### config.mk
export PLATFORM = sky130hd
export DESIGN_NAME = disp_scan_top
export DESIGN_NICKNAME = d
export VERILOG_FILES = /design/src/rtl/disp_scan_pkg.sv /design/src/rtl/disp_scan_ctr.sv /design/src/rtl/disp_scan_anode.sv /design/src/rtl/disp_scan_mux.sv /design/src/rtl/disp_scan_seg.sv /design/src/rtl/disp_scan_top.sv
export SDC_FILE = /design/constraint.sdc
export NUM_CORES = 1
export LEC_CHECK = 0
export ABC_AREA = 1
export ABC_CLOCK_PERIOD_IN_PS = 5600
export BUFFER_PORTS_ARGS = -buffer_cell sky130_fd_sc_hd__buf_2
export CAP_MARGIN = 20
export CELL_PAD_IN_SITES_DETAIL_PLACEMENT = 1
export CELL_PAD_IN_SITES_GLOBAL_PLACEMENT = 2
export CORE_UTILIZATION = 22
export DETAILED_ROUTE_END_ITERATION = 6
export MAX_ROUTING_LAYER = met4
export PLACE_DENSITY = 0.84
export REMOVE_ABC_BUFFERS = 1
export SYNTH_ARGS = -nofsm -noshare
export SYNTH_HDL_FRONTEND = slang
export SYNTH_SLANG_ARGS = --single-unit
### constraint.sdc
create_clock -name clk -period 5.6 [get_ports clk]
set_clock_uncertainty 0.1 [all_clocks]
set_input_delay 1.12 -clock clk [delete_from_list [all_inputs] [get_ports clk]]
set_output_delay 1.12 -clock clk [all_outputs]
set_load 0.01 [all_outputs]
### src/rtl/disp_scan_pkg.sv
package disp_scan_pkg;

   // Lit pattern of a hex value, active high, bit order {g,f,e,d,c,b,a}.
   function automatic logic [6:0] hex_glyph(input logic [3:0] v);
      logic [6:0] g;
      case (v)
         4'h0: g = 7'h3F;
         4'h1: g = 7'h06;
         4'h2: g = 7'h5B;
         4'h3: g = 7'h4F;
         4'h4: g = 7'h66;
         4'h5: g = 7'h6D;
         4'h6: g = 7'h7D;
         4'h7: g = 7'h07;
         4'h8: g = 7'h7F;
         4'h9: g = 7'h6F;
         4'hA: g = 7'h77;
         4'hB: g = 7'h7C;
         4'hC: g = 7'h39;
         4'hD: g = 7'h5E;
         4'hE: g = 7'h79;
         default: g = 7'h71;
      endcase
      return g;
   endfunction

endpackage

### src/rtl/disp_scan_ctr.sv
module disp_scan_ctr #(
   parameter int COUNT = 4,
   parameter int SEL_W = 2
) (
   input  logic             clk,
   input  logic             rst,
   input  logic             step,
   output logic [SEL_W-1:0] sel
);
   localparam logic [SEL_W-1:0] LAST = SEL_W'(COUNT - 1);

   always_ff @(posedge clk) begin
      if (rst)
         sel <= '0;
      else if (step)
         sel <= (sel == LAST) ? '0 : sel + 1'b1;
   end

   // one step per strobe, wrapping after the last position
   assert_step_R2: assert property (@(posedge clk) disable iff (rst)
      step |=> (sel == (($past(sel) == LAST) ? '0 : $past(sel) + 1'b1)));

   // no strobe, no movement
   assert_hold_R2: assert property (@(posedge clk) disable iff (rst)
      !step |=> $stable(sel));

endmodule

### src/rtl/disp_scan_anode.sv
module disp_scan_anode #(
   parameter int COUNT      = 4,
   parameter int SEL_W      = 2,
   parameter bit ACTIVE_LOW = 1'b1
) (
   input  logic             clk,
   input  logic             blank,
   input  logic [SEL_W-1:0] sel,
   output logic [COUNT-1:0] an
);
   logic [COUNT-1:0] hit;

   for (genvar k = 0; k < COUNT; k++) begin : g_line
      assign hit[k] = (sel == SEL_W'(k)) & ~blank;
   end

   if (ACTIVE_LOW) begin : g_low
      assign an = ~hit;
   end else begin : g_high
      assign an = hit;
   end

   // exactly one digit enabled whenever not blanked
   assert_one_anode_R3: assert property (@(posedge clk) disable iff (blank)
      $countones(hit) == 1);

endmodule

### src/rtl/disp_scan_mux.sv
module disp_scan_mux #(
   parameter int COUNT   = 4,
   parameter int DIGIT_W = 4,
   parameter int SEL_W   = 2
) (
   input  logic [COUNT*DIGIT_W-1:0] digits,
   input  logic [SEL_W-1:0]         sel,
   output logic [DIGIT_W-1:0]       value
);
   logic [DIGIT_W-1:0] lane [COUNT];

   for (genvar k = 0; k < COUNT; k++) begin : g_lane
      assign lane[k] = digits[k*DIGIT_W +: DIGIT_W];
   end

   always_comb begin
      value = '0;
      for (int i = 0; i < COUNT; i++) begin
         if (sel == SEL_W'(i)) value = lane[i];
      end
   end

endmodule

### src/rtl/disp_scan_seg.sv
module disp_scan_seg #(
   parameter int DIGIT_W    = 4,
   parameter int SEG_W      = 7,
   parameter bit ACTIVE_LOW = 1'b1
) (
   input  logic [DIGIT_W-1:0] value,
   output logic [SEG_W-1:0]   seg
);
   import disp_scan_pkg::*;

   logic [SEG_W-1:0] lit;

   assign lit = SEG_W'(hex_glyph(value[3:0]));

   if (ACTIVE_LOW) begin : g_low
      assign seg = ~lit;
   end else begin : g_high
      assign seg = lit;
   end

endmodule

### src/rtl/disp_scan_top.sv
module disp_scan_top #(
   parameter int NUM_DIGITS = 4,
   parameter int DIGIT_W    = 4,
   parameter int SEG_W      = 7,
   parameter bit AN_LOW     = 1'b1,
   parameter bit SEG_LOW    = 1'b1
) (
   input  logic                          clk,
   input  logic                          rst,
   input  logic                          refresh_en,
   input  logic [NUM_DIGITS*DIGIT_W-1:0] digits,
   output logic [NUM_DIGITS-1:0]         an_n,
   output logic [SEG_W-1:0]              seg_n,
   output logic                          dp_n
);
   localparam int SEL_W = (NUM_DIGITS > 1) ? $clog2(NUM_DIGITS) : 1;
   localparam logic [NUM_DIGITS-1:0] AN_OFF = AN_LOW ? '1 : '0;

   if (NUM_DIGITS < 2) begin : g_chk_n
      $error("disp_scan_top: NUM_DIGITS must be at least 2");
   end
   if (DIGIT_W != 4) begin : g_chk_dw
      $error("disp_scan_top: DIGIT_W must be 4 for the hex glyph decoder");
   end
   if (SEG_W != 7) begin : g_chk_sw
      $error("disp_scan_top: SEG_W must be 7");
   end

   logic [SEL_W-1:0]   sel;
   logic [DIGIT_W-1:0] cur;

   disp_scan_ctr #(.COUNT(NUM_DIGITS), .SEL_W(SEL_W)) u_ctr (
      .clk  (clk),
      .rst  (rst),
      .step (refresh_en),
      .sel  (sel)
   );

   disp_scan_anode #(.COUNT(NUM_DIGITS), .SEL_W(SEL_W), .ACTIVE_LOW(AN_LOW)) u_anode (
      .clk   (clk),
      .blank (rst),
      .sel   (sel),
      .an    (an_n)
   );

   disp_scan_mux #(.COUNT(NUM_DIGITS), .DIGIT_W(DIGIT_W), .SEL_W(SEL_W)) u_mux (
      .digits (digits),
      .sel    (sel),
      .value  (cur)
   );

   disp_scan_seg #(.DIGIT_W(DIGIT_W), .SEG_W(SEG_W), .ACTIVE_LOW(SEG_LOW)) u_seg (
      .value (cur),
      .seg   (seg_n)
   );

   assign dp_n = SEG_LOW;

   // all digits dark while reset is held
   assert_reset_dark_R1: assert property (@(posedge clk)
      rst |-> (an_n == AN_OFF));

   // a move of the scan index moves the anode on the same edge
   assert_same_edge_R7: assert property (@(posedge clk) disable iff (rst)
      (sel != $past(sel)) |-> (an_n != $past(an_n)));

endmodule

==> flow_metrics.py, run 1 <==
metrics = {
    "grt": {
        "peak_usage_layer_in_the_global_routing_report": "met2",
        "grt_start_max_net_pins": 10,
        "grt_pass1_wl_um": 2870,
        "grt_util_all_layers_pct": 13.8,
        "grt_remaining_overflow": 0,
        "grt.met3_usage_pct": 1.41,
        "number_of_global_route_vias_before_repair": 705,
        "grt_util_met2_pct": 23.0,
        "antenna_found_initial": 0,
        "grtUsageMet1_pct": 17.2,
    },
    "yosys": {
        "synth_top_family_by_area": "simple AND/OR/NAND/NOR gates",
        "yosys-mux-area-fraction_pct": 0,
        "ys.warnings.count": 0,
        "synth_seq_area_share_pct": 6.75,
        "ys_ff_latch": 2,
        "syn-cell-area_um2": 593,
        "synthesis.instances": 101,
        "synth.avg_cell_area_um2": 5.87,
        "post_synth_fa_ha_maj_area_fraction_pct": 21.1,
        "yosys_cell_types": 21,
        "post_synthesis_compound_gate_area_fraction_pct": 14.8,
        "synthXorXnorAreaFrac_pct": 0,
        "synth-simple-area-share_pct": 47.0,
    },
    "flow_run": {
        "maxCapViolations": 0,
    },
    "route": {
        "via_count": 721,
        "detail_route.iter0.violations": 6,
        "drt.antenna.violating_nets": 0,
        "routedWlPerCell_um": 11.2,
        "drt_pre_antenna_iters": 4,
        "via_density_per_instance": 4.48,
        "drc": 0,
        "postRouteWirelength_um": 1800,
    },
    "sta": {
        "timing.setup.tns_ps": 0,
        "timing.final.crit_share_pct": 65.0,
        "grt_setup_unrepaired": "no",
        "final_critical_path_setup_slack_ps": 1960,
        "fmax_mhz": 275,
        "final.min_clock_period_ps": 3640,
        "setup-violations-final": 0,
        "report.final.slew_viol_count": 0,
        "hold_viol": 0,
    },
    "setup_path": {
        "path_class": "in -> out",
        "regToRegSetupSlack_ps": 4180,
        "timing.critical_path.mode_cell": "nand3_1",
        "path_cells": "buf_2 > a21oi_1 > nand2_1 > a21oi_1 > ha_1 > inv_1 > nand3_1 > nand3_1 > nand3_1 > buf_2",
        "arrival_ps": 2420,
        "required_ps": 4380,
        "critical_path.max_fanout": 4,
        "cpMaxStageDelayCell": "a21oi_1",
        "crit_path_start_kind": "input pin",
        "critical-path-max-stage-delay_ps": 280,
        "setup.worst_path.end_class": "primary output",
    },
    "floorplan": {
        "chipHeight_um": 53.9,
        "die_width_um": 53.9,
        "row_count": 18,
        "die-area_um2": 2910,
        "fp.coreArea_um2": 2520,
        "ioPinCount": 31,
        "starting_density_of_the_core_pct": 23.5,
    },
    "pwr": {
        "seqPwrFrac_pct": 10.1,
        "vdd_drop_max_mv": 0.0875,
        "net-switching-power_w": 0.0000829,
        "power-per-cell-area_nw_per_um2": 214,
        "clock_network_fraction_of_design_power_pct": 18.9,
        "swShare_pct": 49.4,
        "internal_power_w": 0.0000851,
        "p_leak_nw": 0.448,
        "power.share.combinational_pct": 71.0,
    },
    "min_path": {
        "min-delay-path-class": "reg -> reg",
    },
    "final_layout": {
        "filler_cell_count": 357,
        "share_of_post_route_cells_with_drive_strength_above_1_pct": 33.6,
        "number_of_flip_flops_under_the_largest_register_name": 2,
        "layout_top_registers": "u_ctr.sel x2",
        "nNetsFinal": 162,
        "n_antenna_cell": 0,
        "registers.top_by_ff_count": "u_ctr.sel",
        "syn2layout_area_growth_pct": 32.5,
        "layout_common_cells": "nand2_1, buf_2, nand3_1, inv_1, ha_1",
        "stdcell_area_um2": 786,
    },
    "cts": {
        "clock_sink_count": 2,
        "tritoncts.num_buffers": 3,
        "insertion_delay_ps": 230,
        "post-cts-setup-buffers": 0,
        "clkTransAtPathRegs_ps": 30,
        "tritoncts": "yes",
        "clock_tree.root_cell": "clkbuf_4",
        "clock_path_buffers": 2,
        "post_cts_resized": 0,
        "cts_hold_buffers": 0,
        "total_number_of_h_tree_levels": 1,
    },
    "place": {
        "placed_area_um2": 763,
        "dp.final_hpwl_um": 1470,
        "port_buffers": 29,
        "dpl_worst_slack_ps": 1960,
        "final_weighted_congestion_in_routability_driven_placement": 0.752,
    },
    "run_status": {
        "status": "finished clean",
    },
}
## metal layers
layer / up-vias / routed length, um / share of wire (%)
met1: 318 / 880 / 49
met4: 0 / 9 / 0.50
met5: - / 0 / 0
li1: 384 / - / -
met2: 17 / 850 / 47
met3: 2 / 59 / 3.3
## layout make-up
type | instances | area, um2 | share of cell area [%]
Timing Repair Buffer | 29 | 145 | 18.5
Inverter | 12 | 45.0 | 5.73
Multi-Input combinational cell | 85 | 495 | 63.1
Tap cell | 30 | 37.5 | 4.78
Sequential cell | 2 | 40.0 | 5.10
Clock buffer | 3 | 22.5 | 2.87
## power groups by stage
stage / sequential (W) / clock [W] / combinational (W)
5_1_grt: 0.0000171 / 0.0000339 / 0.000137
3_3_place_gp: 0.0000170 / 0 / 0.000119
3_5_place_dp: 0.0000171 / 0 / 0.000120
6_report: 0.0000169 / 0.0000318 / 0.000119
4_1_cts: 0.0000169 / 0.0000337 / 0.000121
2_1_floorplan: 0.0000167 / 0 / 0.0000803
## synth_stat cells (all sizes together)
library cell | count | area (um2)
nor2 | 9 | 38.8
buf | 2 | 12.5
a211oi | 1 | 7.51
a21boi | 1 | 11.3
ha | 10 | 125
inv | 12 | 45.1
dfxtp | 2 | 40.0
conb | 1 | 3.75
a21oi | 8 | 55.1
nand2 | 32 | 128
o21ai | 2 | 13.8
nand3b | 1 | 7.51
nand3 | 20 | 105
## kinds of logic after synthesis
logic type      Yosys count
flops                     2
fa+ha+maj                10
other cells               1
simple gates             62
buf+inv                  14
compound gates           12
## critical path, delay by kind of cell
kind	cells	cell delay (ps)
AO/OA/AOI/OAI	2	420
AND/OR/NAND/NOR	4	340
buffers and inverters	3	290
adder cells (fa/ha/maj)	1	250
## worst paths after layout
kind,from,end,cells past startpoint
min,u_ctr.sel[0]$_SDFFE_PP0P_,u_ctr.sel[0]$_SDFFE_PP0P_,1
max reg2reg,u_ctr.sel[0]$_SDFFE_PP0P_,u_ctr.sel[0]$_SDFFE_PP0P_,4
max,digits[5],seg_n[0],10
min reg2reg,u_ctr.sel[0]$_SDFFE_PP0P_,u_ctr.sel[0]$_SDFFE_PP0P_,1
## metrics by stage
| stage | hold WS, ps | std cells | util, % | power, W |
|---|---|---|---|---|
| final | 454 | 161 | 31.2 | 0.000168 |
| after global routing | 481 | 161 | 31.2 | 0.000188 |
| after CTS | 448 | 161 | 31.2 | 0.000171 |
| after detailed placement | 444 | 158 | 30.3 | 0.000137 |
| after global placement | 428 | 158 | 30.3 | 0.000136 |
| after floorplan | 390 | 99 | - | 0.0000970 |
No activity file was read; power rests on OpenSTA's default activity.
==> inputs of run 2 (changes only) <==
- ABC_CLOCK_PERIOD_IN_PS: 5600 -> 3300
- CORE_UTILIZATION: 22 -> 18
- PLACE_DENSITY: 0.84 -> 0.74
- clock period: 5.6 -> 3.3 ns (I/O delays scaled with it)
==> run 2 against run 1 <==
Flip-flop and latch count is the same. Via count rose by 2.1%. Cell count increased by 8.7%. Clock power increased by 68%. Utilization down 5.1 points. Global-route usage is 2.4 points lower. Sequential power up 69%. Register-to-register slack lost 2300 ps. Combinational power grew 70%. First-iteration DRC count fell by 33%. Wire length is 0.56% lower. Largest power group unchanged.
==> flow_metrics.py, run 2 (synthesized netlist as in run 1, its figures left out) <==
metrics = {
    "floorplan": {
        "chipHeight_um": 59.4,
        "fp.coreArea_um2": 3080,
        "die-area_um2": 3530,
        "starting_density_of_the_core_pct": 19.3,
        "ioPinCount": 31,
        "row_count": 20,
        "die_width_um": 59.4,
    },
    "cts": {
        "clock_path_buffers": 2,
        "tritoncts": "yes",
        "cts_hold_buffers": 0,
        "clock_sink_count": 2,
        "post_cts_resized": 0,
        "clkTransAtPathRegs_ps": 30,
        "total_number_of_h_tree_levels": 1,
        "insertion_delay_ps": 220,
        "post-cts-setup-buffers": 0,
        "clock_tree.root_cell": "clkbuf_4",
        "tritoncts.num_buffers": 3,
    },
    "pwr": {
        "vdd_drop_max_mv": 0.107,
        "power-per-cell-area_nw_per_um2": 353,
        "p_leak_nw": 0.448,
    },
    "route": {
        "via_density_per_instance": 4.21,
        "met2WireLength_um": 861,
        "routedWlPerCell_um": 10.2,
        "drc": 0,
        "postRouteWirelength_um": 1790,
        "via_count": 736,
        "drt.antenna.violating_nets": 0,
        "drt_pre_antenna_iters": 4,
        "met3_wirelength_um": 77,
        "routedLengthMet1_um": 836,
        "top_layer_reached_by_signal_wires": "met4",
        "detail_route.iter0.violations": 4,
    },
    "setup_path": {
        "cpMaxStageDelayCell": "dfxtp_1",
        "path_class": "reg -> out",
        "required_ps": 2540,
        "path_delay_family": "simple AND/OR/NAND/NOR gates",
        "setup.worst_path.end_class": "primary output",
        "critical_path.max_fanout": 6,
        "crit_path_start_kind": "flop",
        "worstPathBufferInverterCount": 4,
        "timing.critical_path.mode_cell": "nand2_1",
        "path_cells": "inv_1 > ha_1 > inv_2 > nor2_1 > nor2_1 > nand2_1 > nand2_1 > inv_1 > ha_1 > nand3b_1 > nand3_1 > nand2_1 > buf_2",
        "critical-path-max-stage-delay_ps": 390,
        "arrival_ps": 2210,
    },
    "grt": {
        "grt_start_max_net_pins": 10,
        "number_of_global_route_vias_before_repair": 706,
        "antenna_found_initial": 0,
        "grt_pass1_wl_um": 2990,
        "grt_util_all_layers_pct": 11.4,
        "grt_remaining_overflow": 0,
    },
    "place": {
        "dpl_worst_slack_ps": 552,
        "final_weighted_congestion_in_routability_driven_placement": 0.871,
        "port_buffers": 29,
        "placed_area_um2": 781,
        "dp.final_hpwl_um": 1560,
    },
    "sta": {
        "timing.final.crit_share_pct": 89.9,
        "final.min_clock_period_ps": 2970,
        "timing.setup.tns_ps": 0,
        "fmax_mhz": 337,
        "hold_viol": 0,
        "setup-violations-final": 0,
        "report.final.slew_viol_count": 0,
        "final_critical_path_setup_slack_ps": 335,
        "grt_setup_unrepaired": "no",
    },
    "final_layout": {
        "syn2layout_area_growth_pct": 35.4,
        "nNetsFinal": 162,
        "stdcell_area_um2": 803,
        "share_of_post_route_cells_with_drive_strength_above_1_pct": 33.6,
        "registers.top_by_ff_count": "u_ctr.sel",
        "layout_top_registers": "u_ctr.sel x2",
        "number_of_flip_flops_under_the_largest_register_name": 2,
        "n_antenna_cell": 0,
        "layout_common_cells": "nand2_1, buf_2, nand3_1, inv_1, ha_1",
    },
    "min_path": {
        "min-delay-path-class": "reg -> reg",
    },
    "flow_run": {
        "maxCapViolations": 0,
    },
    "run_status": {
        "status": "finished clean",
    },
}
run 2: cell counts in the layout (fill, tap and decap cells not counted):
Identical to the previous run, type by type.
run 2: cell type report:
cell class                      count  area [um2]
Fill cell                         402        2270
Tap cell                           44        55.1
Multi-Input combinational cell     85         495
Inverter                           12        45.0
Timing Repair Buffer               29         145
Clock buffer                        3        22.5
Sequential cell                     2        40.0
run 2: through the flow:
step                hold slack [ps]  instances  util, %  power (W)
floorplan                       390         99        -   0.000165
global placement                408        172     25.4   0.000233
detailed placement              442        172     25.4   0.000234
CTS                             449        175     26.1   0.000290
global route                    499        175     26.1   0.000320
finish                          447        175     26.1   0.000284
run 2: power breakdown:
part | internal, W | switching (W)
registers | 0.0000264 | 0.00000209
clock network | 0.0000401 | 0.0000133
logic | 0.0000786 | 0.000123
run 2: worst paths after layout:
kind              cells after the start                       from                        end  slack, ps
setup / recovery                     13  u_ctr.sel[0]$_SDFFE_PP0P_                   seg_n[3]        330
hold / removal                        1  u_ctr.sel[0]$_SDFFE_PP0P_  u_ctr.sel[0]$_SDFFE_PP0P_        450
setup reg to reg                      4  u_ctr.sel[0]$_SDFFE_PP0P_  u_ctr.sel[0]$_SDFFE_PP0P_       1870
hold reg to reg                       1  u_ctr.sel[0]$_SDFFE_PP0P_  u_ctr.sel[0]$_SDFFE_PP0P_        450
run 2: layer usage:
metal	global-route usage, %	vias up
met5	-	-
met2	18.5	17
met3	1.75	2
met4	3.06	0
li1	-	385
met1	14.6	332
==> inputs of run 3 (changes only) <==
--- a/config.mk
+++ b/config.mk
@@ -9,3 +9,2 @@
 export ABC_CLOCK_PERIOD_IN_PS = 3300
-export BUFFER_PORTS_ARGS = -buffer_cell sky130_fd_sc_hd__buf_2
 export CAP_MARGIN = 20
@@ -13,6 +12,7 @@
 export CELL_PAD_IN_SITES_GLOBAL_PLACEMENT = 2
-export CORE_UTILIZATION = 18
+export CORE_UTILIZATION = 25
 export DETAILED_ROUTE_END_ITERATION = 6
+export DONT_BUFFER_PORTS = 1
 export MAX_ROUTING_LAYER = met4
-export PLACE_DENSITY = 0.74
+export PLACE_DENSITY = 0.73
 export REMOVE_ABC_BUFFERS = 1
--- a/constraint.sdc
+++ b/constraint.sdc
@@ -4,2 +4,2 @@
 set_output_delay 0.66 -clock clk [all_outputs]
-set_load 0.01 [all_outputs]
+set_load 0.1 [all_outputs]
==> run 3 against run 2 <==
Non-clock buffer count fell by 21. Sequential power barely moved. Combinational power is 120% higher. Clock power increased by 2%. Utilization up 6.5 points. Largest cell class unchanged.
==> flow_metrics.py, run 3 (synthesized netlist as in run 1, its figures left out) <==
metrics = {
    "grt": {
        "grt.met3_usage_pct": 0.303,
        "grt_util_met2_pct": 28.7,
        "grtUsageMet1_pct": 15.9,
        "grt_pass1_wl_um": 2870,
        "peak_usage_layer_in_the_global_routing_report": "met2",
        "number_of_global_route_vias_before_repair": 707,
        "grt_util_all_layers_pct": 14.8,
        "antenna_found_initial": 0,
        "grt_start_max_net_pins": 10,
        "grt_remaining_overflow": 0,
    },
    "pwr": {
        "net-switching-power_w": 0.000354,
        "power.share.combinational_pct": 84.1,
        "seqPwrFrac_pct": 5.5,
        "vdd_drop_max_mv": 0.250,
        "power-per-cell-area_nw_per_um2": 718,
        "clock_network_fraction_of_design_power_pct": 10.4,
        "swShare_pct": 67.8,
        "p_leak_nw": 0.382,
        "internal_power_w": 0.000168,
    },
    "final_layout": {
        "layout_top_registers": "u_ctr.sel x2",
        "finalCoreUtilization_pct": 32.5,
        "n_antenna_cell": 0,
        "layout_common_cells": "nand2_1, nand3_1, inv_1, ha_1, nor2_1",
        "most_frequent_standard_cell_in_the_layout_excluding_fill_and_tap_cells": "nand2_1",
        "number_of_flip_flops_under_the_largest_register_name": 2,
        "registers.top_by_ff_count": "u_ctr.sel",
        "nNetsFinal": 141,
        "share_of_post_route_cells_with_drive_strength_above_1_pct": 23.6,
        "syn2layout_area_growth_pct": 22.6,
    },
    "floorplan": {
        "die-area_um2": 2570,
        "row_count": 17,
        "starting_density_of_the_core_pct": 26.6,
        "ioPinCount": 31,
        "chipHeight_um": 50.7,
        "die_width_um": 50.7,
        "fp.coreArea_um2": 2230,
    },
    "cts": {
        "clock_tree.root_cell": "clkbuf_4",
        "total_number_of_h_tree_levels": 1,
        "tritoncts": "yes",
        "clock_sink_count": 2,
        "cts_hold_buffers": 0,
        "insertion_delay_ps": 220,
        "tritoncts.num_buffers": 3,
        "clock_path_buffers": 2,
        "post-cts-setup-buffers": 0,
        "clkTransAtPathRegs_ps": 30,
    },
    "route": {
        "via_count": 686,
        "drt_pre_antenna_iters": 4,
        "drc": 0,
        "detail_route.iter0.violations": 3,
        "drt.antenna.violating_nets": 0,
        "postRouteWirelength_um": 1680,
        "routedWlPerCell_um": 12.2,
        "via_density_per_instance": 4.97,
    },
    "sta": {
        "timing.final.crit_share_pct": 94.4,
        "setup-violations-final": 0,
        "hold_viol": 0,
        "max_slew.worst_pin.slew_ps": 898,
        "final.min_clock_period_ps": 3110,
        "report.final.slew_viol_count": 0,
        "fmax_mhz": 321,
        "final_hold_slack_ps": 407,
        "timing.max_slew.rel_slack_pct": 40.0,
    },
    "setup_path": {
        "cp_startpoint": "u_ctr.sel[0]$_SDFFE_PP0P_",
        "setup.worst_path.end_class": "primary output",
        "path_class": "reg -> out",
        "arrival_ps": 2350,
        "crit_path_start_kind": "flop",
        "required_ps": 2540,
        "reg2reg_from": "u_ctr.sel[0]$_SDFFE_PP0P_",
        "critical_path.max_fanout": 6,
    },
    "min_path": {
        "worstHoldStart": "rst",
        "min-delay-path-class": "in -> reg",
    },
    "flow_run": {
        "maxCapViolations": 0,
    },
    "place": {
        "dp.final_hpwl_um": 1410,
        "port_buffers": 0,
        "final_weighted_congestion_in_routability_driven_placement": 0.795,
    },
    "run_status": {
        "status": "finished clean",
    },
}
[run 3: repair_timing]
item / 4_1_cts / 5_1_grt
setup endpoints to repair: 0 / 4
endpoints found under the hold margin: 0 / 0
gates resized for setup: 0 / 7
[run 3: worst max-delay path, stage by stage (launching register included)]
cell and delay, ps:
dfxtp_1 390, inv_1 80, ha_1 290, inv_2 130, nor2_1 50, nor2_1 90
nand2_1 60, nand2_1 110, inv_1 110, ha_1 200, nand3_1 100, nand2_1 80
o21ai_2 130, buf_4 300
[run 3: final timing paths]
kind	slack [ps]	to	depth (start not counted)
max	190	seg_n[4]	13
min	410	u_ctr.sel[1]$_SDFFE_PP0P_	1
max reg2reg	1920	u_ctr.sel[0]$_SDFFE_PP0P_	4
min reg2reg	440	u_ctr.sel[0]$_SDFFE_PP0P_	1
[run 3: stage by stage]
stage	setup WS [ps]	cells	power (W)	instance area (um2)	setup TNS, ps
final	185	138	0.000522	727	0
after floorplan	-290	99	0.000375	581	-290
after detailed placement	306	135	0.000452	679	0
after global routing	-0.119	138	0.000554	727	-0.119
after CTS	52.8	138	0.000511	702	0
after global placement	326	135	0.000449	679	0
[run 3: power groups by stage]
| stage | Sequential [W] | Clock, W | Combinational [W] |
|---|---|---|---|
| 2_1_floorplan | 0.0000283 | 0 | 0.000346 |
| 3_3_place_gp | 0.0000286 | 0 | 0.000420 |
| 3_5_place_dp | 0.0000288 | 0 | 0.000423 |
| 4_1_cts | 0.0000284 | 0.0000587 | 0.000424 |
| 5_1_grt | 0.0000287 | 0.0000583 | 0.000467 |
| 6_report | 0.0000285 | 0.0000545 | 0.000439 |
[run 3: per-layer routing]
layer	share of wire, %	routed length (um)
met5	0	0
met4	0	0
met3	3.1	52
met2	54	904
met1	43	721
[run 3: area by class of cell]
cell class / count / area (um2)
clock buffers: 3 / 22.5
multi-input cells: 85 / 505
inverters: 12 / 45.0
repair buffers: 8 / 78.8
fillers: 318 / 1510
well taps: 28 / 35.0
flip-flops and latches: 2 / 40.0
